--- src/rtl/buck_ramp_pkg.sv ---
package buck_ramp_pkg;
  // register addresses
  localparam logic [2:0] ADDR_TGT_NORM = 3'd0;
  localparam logic [2:0] ADDR_TGT_HW   = 3'd1;
  localparam logic [2:0] ADDR_SLEEP    = 3'd2;
  localparam logic [2:0] ADDR_RISE     = 3'd3;
  localparam logic [2:0] ADDR_FALL     = 3'd4;
  localparam logic [2:0] ADDR_MODE     = 3'd5;

  // strobes from control to datapath
  typedef struct packed {
    logic jump;
    logic stepUp;
    logic stepDown;
  } rampCmd_t;
endpackage

--- src/rtl/buck_ramp_regs.sv ---
module buck_ramp_regs #(
  parameter int CODE_W = 7,
  parameter int RATE_W = 7,
  parameter int DATA_W = 8
) (
  input  logic              clk,
  input  logic              rstN,
  input  logic              wrEn,
  input  logic [2:0]        wrAddr,
  input  logic [DATA_W-1:0] wrData,
  output logic [CODE_W-1:0] tgtNorm,
  output logic [CODE_W-1:0] tgtHw,
  output logic [CODE_W-1:0] sleepCode,
  output logic [RATE_W-1:0] riseRate,
  output logic [RATE_W-1:0] fallRate,
  output logic              riseEn,
  output logic              fallEn,
  output logic              sleepEn,
  output logic              transRise,
  output logic              transFall
);
  import buck_ramp_pkg::*;

  always_ff @(posedge clk or negedge rstN) begin
    if (!rstN) begin
      tgtNorm   <= '0;
      tgtHw     <= '0;
      sleepCode <= '0;
      riseRate  <= '0;
      fallRate  <= '0;
      riseEn    <= 1'b0;
      fallEn    <= 1'b0;
      sleepEn   <= 1'b0;
      transRise <= 1'b0;
      transFall <= 1'b0;
    end else if (wrEn) begin
      case (wrAddr)
        ADDR_TGT_NORM: tgtNorm   <= wrData[CODE_W-1:0];
        ADDR_TGT_HW:   tgtHw     <= wrData[CODE_W-1:0];
        ADDR_SLEEP:    sleepCode <= wrData[CODE_W-1:0];
        ADDR_RISE: begin
          riseRate <= wrData[RATE_W-1:0];
          riseEn   <= wrData[DATA_W-1];
        end
        ADDR_FALL: begin
          fallRate <= wrData[RATE_W-1:0];
          fallEn   <= wrData[DATA_W-1];
        end
        ADDR_MODE: begin
          sleepEn   <= wrData[0];
          transRise <= wrData[1];
          transFall <= wrData[2];
        end
        default: ;
      endcase
    end
  end

  assert_tgt_write_R2: assert property (@(posedge clk) disable iff (!rstN)
    (wrEn && wrAddr == ADDR_TGT_NORM) |=> tgtNorm == $past(wrData[CODE_W-1:0]));
endmodule

--- src/rtl/buck_ramp_ctrl_fsm.sv ---
module buck_ramp_ctrl_fsm #(
  parameter int CODE_W   = 7,
  parameter int RATE_W   = 7,
  parameter int PRESCALE = 4
) (
  input  logic                      clk,
  input  logic                      rstN,
  input  logic [CODE_W-1:0]         tgtNorm,
  input  logic [CODE_W-1:0]         tgtHw,
  input  logic [CODE_W-1:0]         sleepCode,
  input  logic [RATE_W-1:0]         riseRate,
  input  logic [RATE_W-1:0]         fallRate,
  input  logic                      riseEn,
  input  logic                      fallEn,
  input  logic                      sleepEn,
  input  logic                      transRise,
  input  logic                      transFall,
  input  logic                      sleepReq,
  input  logic [CODE_W-1:0]         outCode,
  output logic [CODE_W-1:0]         activeTgt,
  output buck_ramp_pkg::rampCmd_t   cmd,
  output logic                      settled
);
  localparam int PRE_W = (PRESCALE > 1) ? $clog2(PRESCALE) : 1;
  localparam logic [PRE_W-1:0] PRE_LAST = PRE_W'(PRESCALE - 1);

  logic [PRE_W-1:0]  preCnt;
  logic [RATE_W-1:0] rateCnt;
  logic              busy, goUp, rampOn, tick, stepNow;
  logic [RATE_W-1:0] curRate;

  always_comb begin
    if (sleepEn) activeTgt = sleepReq ? sleepCode : tgtHw;
    else         activeTgt = tgtNorm;
    busy    = (outCode != activeTgt);
    goUp    = (activeTgt > outCode);
    rampOn  = goUp ? (riseEn && transRise) : (fallEn && transFall);
    curRate = goUp ? riseRate : fallRate;
    tick    = (preCnt == PRE_LAST);
    stepNow = busy && rampOn && tick && (rateCnt >= curRate);
    cmd.jump     = busy && !rampOn;
    cmd.stepUp   = stepNow && goUp;
    cmd.stepDown = stepNow && !goUp;
    settled  = !busy;
  end

  always_ff @(posedge clk or negedge rstN) begin
    if (!rstN) begin
      preCnt  <= '0;
      rateCnt <= '0;
    end else if (!busy || !rampOn || stepNow) begin
      preCnt  <= '0;
      rateCnt <= '0;
    end else if (tick) begin
      preCnt  <= '0;
      rateCnt <= rateCnt + 1'b1;
    end else begin
      preCnt  <= preCnt + 1'b1;
    end
  end

  assert_one_cmd_R3: assert property (@(posedge clk) disable iff (!rstN)
    $onehot0({cmd.jump, cmd.stepUp, cmd.stepDown}));
endmodule

--- src/rtl/buck_ramp_datapath.sv ---
module buck_ramp_datapath #(
  parameter int CODE_W = 7
) (
  input  logic                    clk,
  input  logic                    rstN,
  input  buck_ramp_pkg::rampCmd_t cmd,
  input  logic [CODE_W-1:0]       target,
  output logic [CODE_W-1:0]       outCode
);
  always_ff @(posedge clk or negedge rstN) begin
    if (!rstN)             outCode <= '0;
    else if (cmd.jump)     outCode <= target;
    else if (cmd.stepUp)   outCode <= outCode + 1'b1;
    else if (cmd.stepDown) outCode <= outCode - 1'b1;
  end

  assert_single_step_R4: assert property (@(posedge clk) disable iff (!rstN)
    !cmd.jump |=> (outCode == $past(outCode)
                   || outCode == CODE_W'($past(outCode) + 1'b1)
                   || outCode == CODE_W'($past(outCode) - 1'b1)));

  assert_jump_lands_R5: assert property (@(posedge clk) disable iff (!rstN)
    cmd.jump |=> outCode == $past(target));
endmodule

--- src/rtl/buck_ramp_ctrl.sv ---
module buck_ramp_ctrl #(
  parameter int CODE_W   = 7,
  parameter int RATE_W   = 7,
  parameter int PRESCALE = 4
) (
  input  logic              clk,
  input  logic              rstN,
  input  logic              wrEn,
  input  logic [2:0]        wrAddr,
  input  logic [7:0]        wrData,
  input  logic              sleepReq,
  output logic [CODE_W-1:0] outCode,
  output logic              settled
);
  localparam int DATA_W = 8;

  logic [CODE_W-1:0] tgtNorm, tgtHw, sleepCode, activeTgt;
  logic [RATE_W-1:0] riseRate, fallRate;
  logic riseEn, fallEn, sleepEn, transRise, transFall;
  buck_ramp_pkg::rampCmd_t cmd;

  buck_ramp_regs #(.CODE_W(CODE_W), .RATE_W(RATE_W), .DATA_W(DATA_W)) u_regs (
    .clk(clk), .rstN(rstN), .wrEn(wrEn), .wrAddr(wrAddr), .wrData(wrData),
    .tgtNorm(tgtNorm), .tgtHw(tgtHw), .sleepCode(sleepCode),
    .riseRate(riseRate), .fallRate(fallRate), .riseEn(riseEn), .fallEn(fallEn),
    .sleepEn(sleepEn), .transRise(transRise), .transFall(transFall));

  buck_ramp_ctrl_fsm #(.CODE_W(CODE_W), .RATE_W(RATE_W), .PRESCALE(PRESCALE)) u_ctrl (
    .clk(clk), .rstN(rstN), .tgtNorm(tgtNorm), .tgtHw(tgtHw), .sleepCode(sleepCode),
    .riseRate(riseRate), .fallRate(fallRate), .riseEn(riseEn), .fallEn(fallEn),
    .sleepEn(sleepEn), .transRise(transRise), .transFall(transFall),
    .sleepReq(sleepReq), .outCode(outCode), .activeTgt(activeTgt),
    .cmd(cmd), .settled(settled));

  buck_ramp_datapath #(.CODE_W(CODE_W)) u_dp (
    .clk(clk), .rstN(rstN), .cmd(cmd), .target(activeTgt), .outCode(outCode));

  assert_settled_holds_R6: assert property (@(posedge clk) disable iff (!rstN)
    (settled && !wrEn && $stable(sleepReq)) |=> $stable(outCode));
endmodule

--- config.mk ---
export PLATFORM = sky130hd
export DESIGN_NAME = buck_ramp_ctrl
export DESIGN_NICKNAME = d
export VERILOG_FILES = /design/src/rtl/buck_ramp_pkg.sv /design/src/rtl/buck_ramp_regs.sv /design/src/rtl/buck_ramp_ctrl_fsm.sv /design/src/rtl/buck_ramp_datapath.sv /design/src/rtl/buck_ramp_ctrl.sv
export SDC_FILE = /design/constraint.sdc
export NUM_CORES = 1
export LEC_CHECK = 0
export ABC_CLOCK_PERIOD_IN_PS = 7400
export BUFFER_PORTS_ARGS = -buffer_cell sky130_fd_sc_hd__buf_2
export CORE_MARGIN = 2
export CORE_UTILIZATION = 35
export DETAILED_ROUTE_END_ITERATION = 8
export SLEW_MARGIN = 5
export SYNTH_ARGS = -nofsm -noshare
export SYNTH_HDL_FRONTEND = slang
export SYNTH_SLANG_ARGS = --single-unit
--- constraint.sdc ---
create_clock -name clk -period 7.4 [get_ports clk]
set_input_delay 0.37 -clock clk [delete_from_list [all_inputs] [get_ports clk]]
set_output_delay 0.37 -clock clk [all_outputs]
set_load 0.005 [all_outputs]
== After elaboration in Yosys (flattened, before gate mapping) ==
Cells that the tools add are included.

* Flip-flop bits (word level): 56
* Logic and storage cells: 59
* Output and inout port bits: 8

* Reductions and logical operators: 22
* Order comparisons: 2
* Multiplexer cells: 11
* Add/subtract/negate cells: 4
* Eq/ne operators: 7

{| class="wikitable"
|+ Operators with widths
! kind !! number
|-
| $mux 7 || 8
|-
| $add 7x1->7 const B || 2
|-
| $reduce_and 2->1 || 6
|-
| $logic_and 1x1->1 || 8
|-
| $ge 7x7->1 || 1
|-
| $gt 7x7->1 || 1
|-
| $ne 7x7->1 || 1
|-
| $sub 7x1->7 const B || 1
|-
| $eq 3x2->1 const B || 2
|-
| $eq 3x3->1 const B || 2
|-
| $mux 2 || 2
|-
| $eq 3x1->1 const B || 1
|-
| $logic_not 1->1 || 3
|-
| $logic_not 3->1 || 1
|-
| $reduce_bool 3->1 || 1
|-
| $add 2x1->2 const B || 1
|-
| $eq 2x2->1 const B || 1
|-
| $logic_or 1x1->1 || 2
|-
| $reduce_bool 2->1 || 1
|-
| $mux 1 || 1
|}

== Depth between registers and ports, before layout ==
Gate-level depths: netlist (run 1).

* Depth in word-level cells: 11
* Gate-level depth with buffers: 24
* Mapped depth without buffers: 22

== Hierarchy ==
Synthesis (run 1) repeated with hierarchy kept, for this count alone.

* Cells, all modules: 287
* Area, all modules: 3224.3 um^2

{| class="wikitable"
|+ By module, submodules not included
! module !! area an instance (um^2) !! cells an instance !! instances
|-
| buck_ramp_regs || 1552.7 || 89 || 1
|-
| buck_ramp_ctrl_fsm || 1114.8 || 139 || 1
|-
| buck_ramp_datapath || 556.8 || 59 || 1
|}

== Worst setup path after synthesis (run 1) ==
No wires, ideal clock.

* Kind: input -> register
* Start: input sleepReq
* End: register u_dp.outCode[6]
* Setup slack: 1765 ps
* Cell stages on the path: 23
* Data arrival time: 5509 ps
* Library setup time: 126 ps
* Data required time: 7274 ps
* Path buffers: 2
* Cells stage by stage: clkbuf_1 -> mux2i_1 -> a21oi_1 -> ha_1 -> a21oi_1 -> o21ai_2 -> o21ai_1 -> mux2_2 -> ha_1 -> nand2b_1 -> a211o_1 -> a221oi_1 -> a211o_1 -> buf_6 -> or2_2 -> ha_1 -> a21o_1 -> a21oi_1 -> o21bai_1 -> a21oi_1 -> xnor2_1 -> o21bai_1 -> a221o_1

* Longest elaborated chain between the ends: 10

{| class="wikitable"
|+ Ends and longest elaborated chain
! item !! RTL line !! source
|-
| start, declared || buck_ramp_ctrl.sv:11 || <nowiki>input logic sleepReq,</nowiki>
|-
| $mux 7 * (2 in series) || buck_ramp_ctrl_fsm.sv:33 || <nowiki>if (sleepEn) activeTgt = sleepReq ? sleepCode : tgtHw;</nowiki>
|-
| branches (longest 8 deep; another with $gt 7x7->1) || -- ||
|-
| end signal, assigned || buck_ramp_datapath.sv:12 || <nowiki>else if (cmd.jump) outCode <= target;</nowiki>
|-
| end signal, assigned || buck_ramp_datapath.sv:13 || <nowiki>else if (cmd.stepUp) outCode <= outCode + 1'b1;</nowiki>
|-
| end signal, assigned || buck_ramp_datapath.sv:14 || <nowiki>else if (cmd.stepDown) outCode <= outCode - 1'b1;</nowiki>
|-
| end, declared || buck_ramp_datapath.sv:8 || <nowiki>output logic [CODE_W-1:0] outCode</nowiki>
|}

Mark *: on every way between the ends.
A chain may end at the register's enable or synchronous reset.

== Worst setup path after layout (run 1) ==
* Start: register u_regs.sleepEn
* End: register u_dp.outCode[6]

* Longest elaborated chain between the ends: 9

{| class="wikitable"
|+ Ends and longest elaborated chain
! item !! RTL line !! source
|-
| start, declared || buck_ramp_regs.sv:18 || <nowiki>output logic sleepEn,</nowiki>
|-
| start signal, assigned || buck_ramp_regs.sv:50 || <nowiki>sleepEn <= wrData[0];</nowiki>
|-
| $mux 7 * || buck_ramp_ctrl_fsm.sv:33 ||
|-
| branches (longest 8 deep; another with $gt 7x7->1) || -- ||
|}

Marked as above.

==> results of run 1 <==
-- path summary, 6_finish.rpt --
kind / startpoint / end / slack [ns] / depth (start not counted)
worst min-delay path: rstN / u_regs.riseRate[6] / 0.18 / 2
worst max register to register: u_regs.sleepEn / u_dp.outCode[6] / 1.27 / 21
max in group asynchronous: rstN / u_ctrl.rateCnt[0] / 6.77 / 2
worst min register to register: u_ctrl.preCnt[0] / u_ctrl.preCnt[0] / 0.45 / 1
worst max-delay path: u_regs.sleepEn / u_dp.outCode[6] / 1.27 / 21
min in group clk: wrData[7] / u_regs.riseEn / 0.31 / 2
-- layer usage --
layer  global-route usage  vias to the layer above
li1                     -                     1047
met1                0.196                     1033
met2                0.215                       34
met3               0.0272                        8
met4               0.0481                        0
met5                    0                        -
-- area by class of cell --
type,count,area share
clock buffers,6,0.0212
clock inverters,2,0.0103
inverters,14,0.0154
multi-input cells,199,0.467
flip-flops and latches,56,0.410
well taps,108,0.0395
repair buffers,24,0.0366
-- worst max-delay path, cell delays in order, from the launching register on --
cell and delay [ns]:
dfrtp_1 0.60, nor2_1 0.09, a21oi_1 0.22, ha_1 0.29, a21oi_1 0.27, o21ai_2 0.13, o21ai_1 0.78, mux2_2 0.42
ha_1 0.26, nand2b_1 0.14, a211o_1 0.29, a221oi_1 0.46, a211o_1 0.34, or2_2 0.24, ha_1 0.29, a21o_1 0.19
a21oi_1 0.21, o21bai_1 0.09, a21oi_1 0.17, xnor2_1 0.16, o21bai_1 0.09, a221o_1 0.29
-- cell families (layout without fill, tap and decap cells) --
logic type               count (synthesis)  after routing
XOR/XNOR                                 6              6
adder cells (fa/ha/maj)                 22             22
AO/OA/AOI/OAI                           52             52
multiplexers                            54             54
buffers and inverters                   20             46
AND/OR/NAND/NOR                         65             65
flip-flops                              56             56
-- synthesized netlist by cell type (all sizes together) --
library cell	number	share of area
ha	21	0.085
a211oi	1	0.0024
o22ai	1	0.0020
or2	3	0.0061
o21ba	1	0.0032
nor2	17	0.021
and2	2	0.0049
mux2i	13	0.042
nand4	4	0.0081
inv	14	0.017
nand3	4	0.0065
nand2b	5	0.010
nand3b	1	0.0024
xor2	2	0.0057
fa	1	0.0065
a221oi	1	0.0028
o21bai	4	0.0097
o21ai	8	0.014
o2111ai	3	0.0085
xnor2	4	0.011
or3	5	0.010
nand2	12	0.015
a21oi	23	0.037
clkbuf	4	0.0049
nor2b	2	0.0041
a221o	1	0.0032
nor3	4	0.0065
a21o	4	0.0097
dfrtp	56	0.45
and3	1	0.0020
mux2	41	0.15
buf	2	0.0073
nand4b	2	0.0057
nor3b	2	0.0049
o211ai	3	0.0073
a211o	2	0.0057
or4	1	0.0036
-- sequential cells by signal (all words and copies together) (netlist names), 2 cells and up --
signal,flops
u_ctrl.rateCnt,7
u_dp.outCode,7
u_regs.fallRate,7
u_regs.riseRate,7
u_regs.sleepCode,7
u_regs.tgtHw,7
u_regs.tgtNorm,7
u_ctrl.preCnt,2
-- power groups by stage --
| stage | Clock (uW) | Combinational [uW] | Sequential, uW |
|---|---|---|---|
| after CTS | 208 | 519 | 441 |
| after global routing | 223 | 591 | 451 |
| after detailed placement | 0 | 514 | 447 |
| after global placement | 0 | 507 | 447 |
| final | 202 | 517 | 440 |
| after floorplan | 0 | 406 | 427 |
-- through the flow --
stage | cell area (sq um) | setup WS [ns] | utilization
2_1_floorplan | 3090 | 1.76 | -
5_1_grt | 3420 | 0.702 | 0.396
4_1_cts | 3420 | 1.28 | 0.396
3_3_place_gp | 3310 | 1.34 | 0.383
3_5_place_dp | 3310 | 1.20 | 0.383
6_report | 3420 | 1.27 | 0.396
==> metrics.cfg, run 1 <==
[detailed_routing]
met3RoutedLength_microns=194
wl_met1_microns=3140
totalWireLength_microns=6260
detail_route.wl_per_cell_microns=15.3
detail_route.iter0.violations=88
drt_drc_violations_left=0
route.detailed.vias_per_inst=5.19
route.vias.total=2122
route.top_layer_used=met4
antenna_left=0
met2_length_microns=2830
detailed_routing_iterations_pass_1=4

[setup_path]
critPathCaptureType=register
crit_required_ns=7.61
worst-endpoint-arrival_ns=6.34
worstSetupPathType=reg2reg
critical_path.max_fanout=15
cp-start-kind=register

[sta]
slew_violations=0
timing.fmax_mhz=163
slew_headroom=0.250
rsz_0062_raised_after_global_routing=no
slew_of_the_pin_with_the_lowest_slew_margin_ns=1.12
min_period_over_period=0.828
sum_neg_setup_slack_ns=0
whs_ns=0.185
fin_worst_skew_ns=0.00657
min_period_ns=6.13
timing.final.hold_violations=0
final-setup-viol-count=0

[final_layout]
sequential_cell_area_sq_um=1400
final-instance-count-excl-fill=409
final_common_cell=dfrtp_1
antenna-diode-count=0
highest_count_cells_in_the_layout_ignoring_fill_and_taps=dfrtp_1, mux2_2, a21oi_1, buf_2, ha_1
n_fill_cell=826
syn2layout_area_growth_pct=10.7
final_layout_size_suffix_gt1_frac=0.266
multiInputGateArea_sq_um=1600
nets=337

[clocking]
clock_sink_count=56
clkLatencyLatePin_ns=0.31
postCtsResizedCells=0
clock_path_buffers=2
cts_hold_buffers=0
htreeDepth=2
post-cts-setup-buffers=0
tritoncts.num_buffers=5
clkTransAtPathRegs_ns=0.10
clk_root_buffer_cell=clkbuf_8
cts_tree=built

[yosys]
synth.yosys.seq_area_share=0.454
ys_warn_count=0
xor_and_xnor_area_share_after_synthesis=0.0170
synth.cell_area_sq_um=3090
synth_top_family_by_area=multiplexers
muxShareOfSynthArea=0.192
ys_ff_latch=56
syn-num-nets=312
post_synth_and_or_nand_nor_area_fraction=0.110
avgSynthCellArea_sq_um=11.2
synth_cell_type_count=41
netlist_instances=275
synth-compound-area-share=0.106
synth_fa_ha_area_frac=0.0916

[power_and_ir_drop]
netSwitchingPower_uw=437
cellInternalPower_uw=723
power.share.switching=0.377
pwr-share-seq=0.380
vdd_drop_max_mv=0.113
combinationalPowerShare=0.446
power_uw=1160
p_leak_uw=0.00155
power_per_standard_cell_area_nw_per_um2=339
clock_power_share=0.174

[placed_design]
place.gp.congestion=0.910
dpl.hpwl_microns=4690
buffer_ports.inserted=22
place_inst=401

[floorplanning]
floorplan.io_pins=23
die_w_microns=97.9
total_core_area_sq_um=8640
placement_rows=34
die_height_microns=97.9
die_footprint_sq_um=9590
initial_core_util=0.357

[global_route]
grt_remaining_overflow=0
antenna_found_initial=0
pin_count_of_the_biggest_net_entering_global_routing=57
grt_first_pass_wirelength_microns=10600
first_global_vias=2086
grt.total_usage=0.139

[hold_path]
class_of_the_most_critical_hold_timing_path=in2async

[status]
status=completed

[run]
maxCapViolations=0

Note: power is estimated with default switching activity, not from simulation.
==> run 2: changes to the inputs <==
Settings changed: ABC_CLOCK_PERIOD_IN_PS 7400 to 5030.
Clock period 7.4 ns to 5.03 ns, I/O delays scaled along.
==> run 2 against run 1 <==
  * Sequential power grew 46%
  * Power grew 59%
  * Maximum frequency grew 29%
  * Combinational power grew 82%
  * Clock skew grew 0.0030 ns
  * Worst setup slack lost 1.0 ns
  * Hold slack lost 0.12 ns
  * First-iteration DRC count shrank 41%
  * Critical endpoint unchanged
  * Highest routed layer unchanged
==> metrics.cfg, run 2 (synthesized netlist as in run 1, its figures left out) <==
[status]
status=completed

[detailed_routing]
route.detailed.vias_per_inst=5.25
antenna_left=0
drt_drc_violations_left=0
detailed_routing_iterations_pass_1=4
detail_route.iter0.violations=52
route.vias.total=2228
detail_route.wl_per_cell_microns=15.4
totalWireLength_microns=6540

[sta]
fin_worst_skew_ns=0.00958
timing.fmax_mhz=210
min_period_over_period=0.945
timing.final.hold_violations=0
final-setup-viol-count=0
slew_of_the_pin_with_the_lowest_slew_margin_ns=1.25
slew_headroom=0.168
slew_violations=0
min_period_ns=4.76

[setup_path]
crit_path_cell_trace=buf_4 > nor2_1 > a21oi_1 > ha_1 > nand4_1 > or2_4 > o21ai_4 > mux2_4 > ha_1 > nand2b_1 > a211o_1 > a221oi_2 > a211o_1 > or2_4 > ha_1 > a21o_1 > a21oi_2 > o21bai_1 > a21oi_2 > xnor2_2 > o21bai_1 > a221o_1
critPathCaptureType=register
path_buf_inv=1
cpMostUsedCell=ha_1
cp-start-kind=register
critical-path-slowest-cell=dfrtp_2
critPathTopFamily=compound AO/OA/AOI/OAI gates
worstSetupPathType=reg2reg
crit_path_max_incr_delay_ns=0.47
crit_required_ns=5.24
critical_path.max_fanout=8
worst-endpoint-arrival_ns=4.96

[placed_design]
placed_area_sq_um=3410
place.gp.congestion=0.807
place_inst=411
dpl.hpwl_microns=4890
buffer_ports.inserted=22

[power_and_ir_drop]
power.share.switching=0.383
power_per_standard_cell_area_nw_per_um2=513
pwr-share-seq=0.348
clock_power_share=0.141
p_leak_uw=0.00164
netSwitchingPower_uw=705
power_uw=1840
vdd_drop_max_mv=0.205
combinationalPowerShare=0.510
cellInternalPower_uw=1140

[floorplanning]
total_core_area_sq_um=8640
die_footprint_sq_um=9590
floorplan.io_pins=23
die_w_microns=97.9
initial_core_util=0.357
die_height_microns=97.9
placement_rows=34

[clocking]
tritoncts.num_buffers=5
cts_tree=built
clk_root_buffer_cell=clkbuf_8
clock_sink_count=56
clock_path_buffers=2
clkTransAtPathRegs_ns=0.11
cts_hold_buffers=0
htreeDepth=2
clkLatencyLatePin_ns=0.32

[final_layout]
sequential_cell_area_sq_um=1400
nets=352
antenna-diode-count=0
multiInputGateArea_sq_um=1660
n_fill_cell=848
final_common_cell=dfrtp_1
final-instance-count-excl-fill=424
final_layout_size_suffix_gt1_frac=0.342
summed_area_of_non_filler_cells_in_the_final_layout_sq_um=3590
highest_count_cells_in_the_layout_ignoring_fill_and_taps=dfrtp_1, mux2_2, buf_2, ha_1, nor2_1
syn2layout_area_growth_pct=16.3

[global_route]
pin_count_of_the_biggest_net_entering_global_routing=57
antenna_found_initial=0
grt_first_pass_wirelength_microns=10800
first_global_vias=2166
grt.total_usage=0.140
grt_remaining_overflow=0

[hold_path]
class_of_the_most_critical_hold_timing_path=in2async

[run]
maxCapViolations=0

run 2: area by class of cell:
cell class	instances	share of cell area
well taps	108	0.0376
clock buffers	5	0.0192
inverters	14	0.0146
repair buffers	39	0.0697
flip-flops and latches	56	0.391
clock inverters	3	0.00627
multi-input cells	199	0.462
run 2: per-stage QoR:
stage	utilization	hold WS (ns)	setup WS (ns)	TNS, ns
after floorplan	-	-0.0441	0.0513	0
after global placement	0.395	0.431	0.00932	0
after detailed placement	0.395	0.438	-0.0364	-0.0364
after CTS	0.406	0.0851	0.109	0
after global routing	0.416	0.121	-0.0000773	-0.0000773
final	0.416	0.0632	0.275	0
run 2: worst paths after layout:
kind | start | endpoint | slack (ns) | cells past startpoint
max reg2reg | u_regs.sleepEn | u_dp.outCode[6] | 0.27 | 22
min | rstN | u_regs.riseEn | 0.06 | 2
min in group clk | wrData[7] | u_regs.riseEn | 0.22 | 2
max in group asynchronous | rstN | u_regs.sleepEn | 4.48 | 2
max | u_regs.sleepEn | u_dp.outCode[6] | 0.27 | 22
min reg2reg | u_ctrl.preCnt[0] | u_ctrl.preCnt[0] | 0.45 | 1
run 2: routing by layer:
layer,up-vias,track usage,wire length [microns]
met3,6,0.0222,136
met2,28,0.219,2960
li1,1072,-,-
met5,-,0,0
met1,1122,0.201,3350
met4,0,0.0449,94
run 2: timing repair:
item,in CTS,in global routing
pin swaps,0,4
resized for setup,1,15
setup endpoints to repair,1,1
cloned,0,0
buffers inserted,0,5
run 2: power by group through the flow:
stage	Combinational [uW]	Sequential, uW	Clock (uW)
3_3_place_gp	850	655	0
6_report	939	641	260
5_1_grt	1050	659	287
3_5_place_dp	873	653	0
4_1_cts	877	644	270
2_1_floorplan	616	628	0
run 2: worst reg2reg max path, delay by kind of cell, from the launching register on:
family	cells	cell delay (ns)
simple gates	5	0.85
xor+xnor	1	0.13
fa+ha+maj	3	0.79
compound gates	11	1.91
buf+inv	1	0.17
mux	1	0.32
flops	1	0.47
==> run 3: changes to the inputs <==
Settings changed: BUFFER_PORTS_ARGS -buffer_cell sky130_fd_sc_hd__buf_2 to -buffer_cell sky130_fd_sc_hd__buf_4, GPL_TIMING_DRIVEN set to 1.
==> run 3 against run 2 <==
  * Via count decreased by 1.1%
  * Clock skew increased by 0.0042 ns
  * Worst setup slack got worse by 0.039 ns
  * Critical endpoint unchanged
==> metrics.cfg, run 3 (synthesized netlist as in run 1, its figures left out) <==
[status]
status=completed

[clocking]
clkTransAtPathRegs_ns=0.11
clk_root_buffer_cell=clkbuf_8
tritoncts.num_buffers=5
clock_path_buffers=2
htreeDepth=2
clock_sink_count=56
clkLatencyLatePin_ns=0.32
cts_tree=built

[final_layout]
nets=352
syn2layout_area_growth_pct=18.3
highest_count_cells_in_the_layout_ignoring_fill_and_taps=dfrtp_1, mux2_2, buf_4, ha_1, nor2_1
postLayoutCoreUtil=0.423
final_layout_size_suffix_gt1_frac=0.342
final_common_cell=dfrtp_1
antenna-diode-count=0

[detailed_routing]
route.vias.total=2203
route.detailed.vias_per_inst=5.20
antenna_left=0
drt_drc_violations_left=0
detail_route.wl_per_cell_microns=15.8
detail_route.iter0.violations=74
totalWireLength_microns=6680
detailed_routing_iterations_pass_1=4

[floorplanning]
total_core_area_sq_um=8640
initial_core_util=0.357
placement_rows=34
die_footprint_sq_um=9590
floorplan.io_pins=23
die_height_microns=97.9
die_w_microns=97.9

[sta]
min_period_over_period=0.953
timing.final.hold_violations=0
slew_of_the_pin_with_the_lowest_slew_margin_ns=1.19
fin_worst_skew_ns=0.0137
whs_ns=0.186
final-setup-viol-count=0
min_period_ns=4.79
slew_violations=0
timing.fmax_mhz=209
postLayoutSetupSlackWorst_ns=0.236
rsz_0062_raised_after_global_routing=no
slew_headroom=0.202

[run]
maxCapViolations=0

[placed_design]
worst_setup_slack_after_placement_ns=-0.0229
place.gp.congestion=0.797
buffer_ports.inserted=22
dpl.hpwl_microns=4940

[global_route]
grt_first_pass_wirelength_microns=11200
grt.total_usage=0.145
pin_count_of_the_biggest_net_entering_global_routing=57
first_global_vias=2208
grt_remaining_overflow=0
antenna_found_initial=0

[power_and_ir_drop]
pwr-share-seq=0.345
combinationalPowerShare=0.515
cellInternalPower_uw=1150
p_leak_uw=0.00165
power_per_standard_cell_area_nw_per_um2=511
clock_power_share=0.140
power.share.switching=0.385
netSwitchingPower_uw=720
vdd_drop_max_mv=0.194

[setup_path]
crit_required_ns=5.25
cp-start-kind=register
worstSetupPathType=reg2reg
worst-endpoint-arrival_ns=5.01
critical_path.max_fanout=7
critPathCaptureType=register

[hold_path]
class_of_the_most_critical_hold_timing_path=in2reg

-- run 3: repair_timing --
item,4_1_cts,5_1_grt
hold buffers,1,0
cloned,0,0
buffers inserted,0,5
endpoints found under the hold margin,30,0
setup endpoints to repair,1,2
gates resized for setup,1,13
pin swaps,0,5
-- run 3: worst max-delay path, stage by stage, from the launching register on --
cell      delay (ns)
dfrtp_2         0.47
buf_4           0.15
nor2_1          0.09
a21oi_1         0.08
ha_1            0.31
nand4_1         0.16
or2_4           0.30
o21ai_4         0.09
mux2_2          0.37
ha_1            0.26
nand2b_1        0.14
a211o_1         0.33
a221oi_4        0.26
a211o_1         0.16
or2_4           0.14
ha_1            0.24
a21o_1          0.19
a21oi_2         0.15
o21bai_1        0.08
a21oi_1         0.18
xnor2_1         0.17
o21bai_1        0.08
a221o_1         0.28
-- run 3: final cells by class --
type	count	area, sq um
Multi-Input combinational cell	199	1660
Sequential cell	56	1400
Fill cell	843	4980
Tap cell	108	135
Clock buffer	5	68.8
Timing Repair Buffer	39	305
Inverter	14	52.6
Clock inverter	3	22.5
-- run 3: through the flow --
step / setup TNS [ns] / power, uW / std cells / area, sq um
global placement: 0 / 1530 / 410 / 3460
CTS: 0 / 1820 / 419 / 3560
global route: 0 / 2010 / 424 / 3650
detailed placement: -0.0229 / 1550 / 410 / 3460
floorplan: 0 / 1240 / 275 / 3110
finish: 0 / 1870 / 424 / 3650
-- run 3: power groups by stage --
stage,clock [uW],combinational [uW],sequential (uW)
6_report,262,962,643
5_1_grt,282,1070,660
4_1_cts,272,903,647
3_5_place_dp,0,894,656
3_3_place_gp,0,872,656
2_1_floorplan,0,616,628
-- run 3: worst paths after layout --
path | from | endpoint | slack, ns | cells past startpoint
max | u_regs.sleepEn | u_dp.outCode[6] | 0.24 | 22
min | wrData[7] | u_regs.riseEn | 0.19 | 2
max reg2reg | u_regs.sleepEn | u_dp.outCode[6] | 0.24 | 22
min reg2reg | u_ctrl.preCnt[0] | u_ctrl.preCnt[0] | 0.45 | 1
max in group asynchronous | rstN | u_regs.sleepEn | 4.04 | 2
min in group asynchronous | rstN | u_regs.transRise | 0.52 | 2
-- run 3: metal layers --
layer / share of wire / global-route usage / up-vias / wire, microns
met4: 0.012 / 0.0385 / 0 / 79
met1: 0.51 / 0.214 / 1095 / 3380
li1: - / - / 1074 / -
met2: 0.46 / 0.220 / 28 / 3050
met3: 0.026 / 0.0236 / 6 / 173
met5: 0 / 0 / - / 0
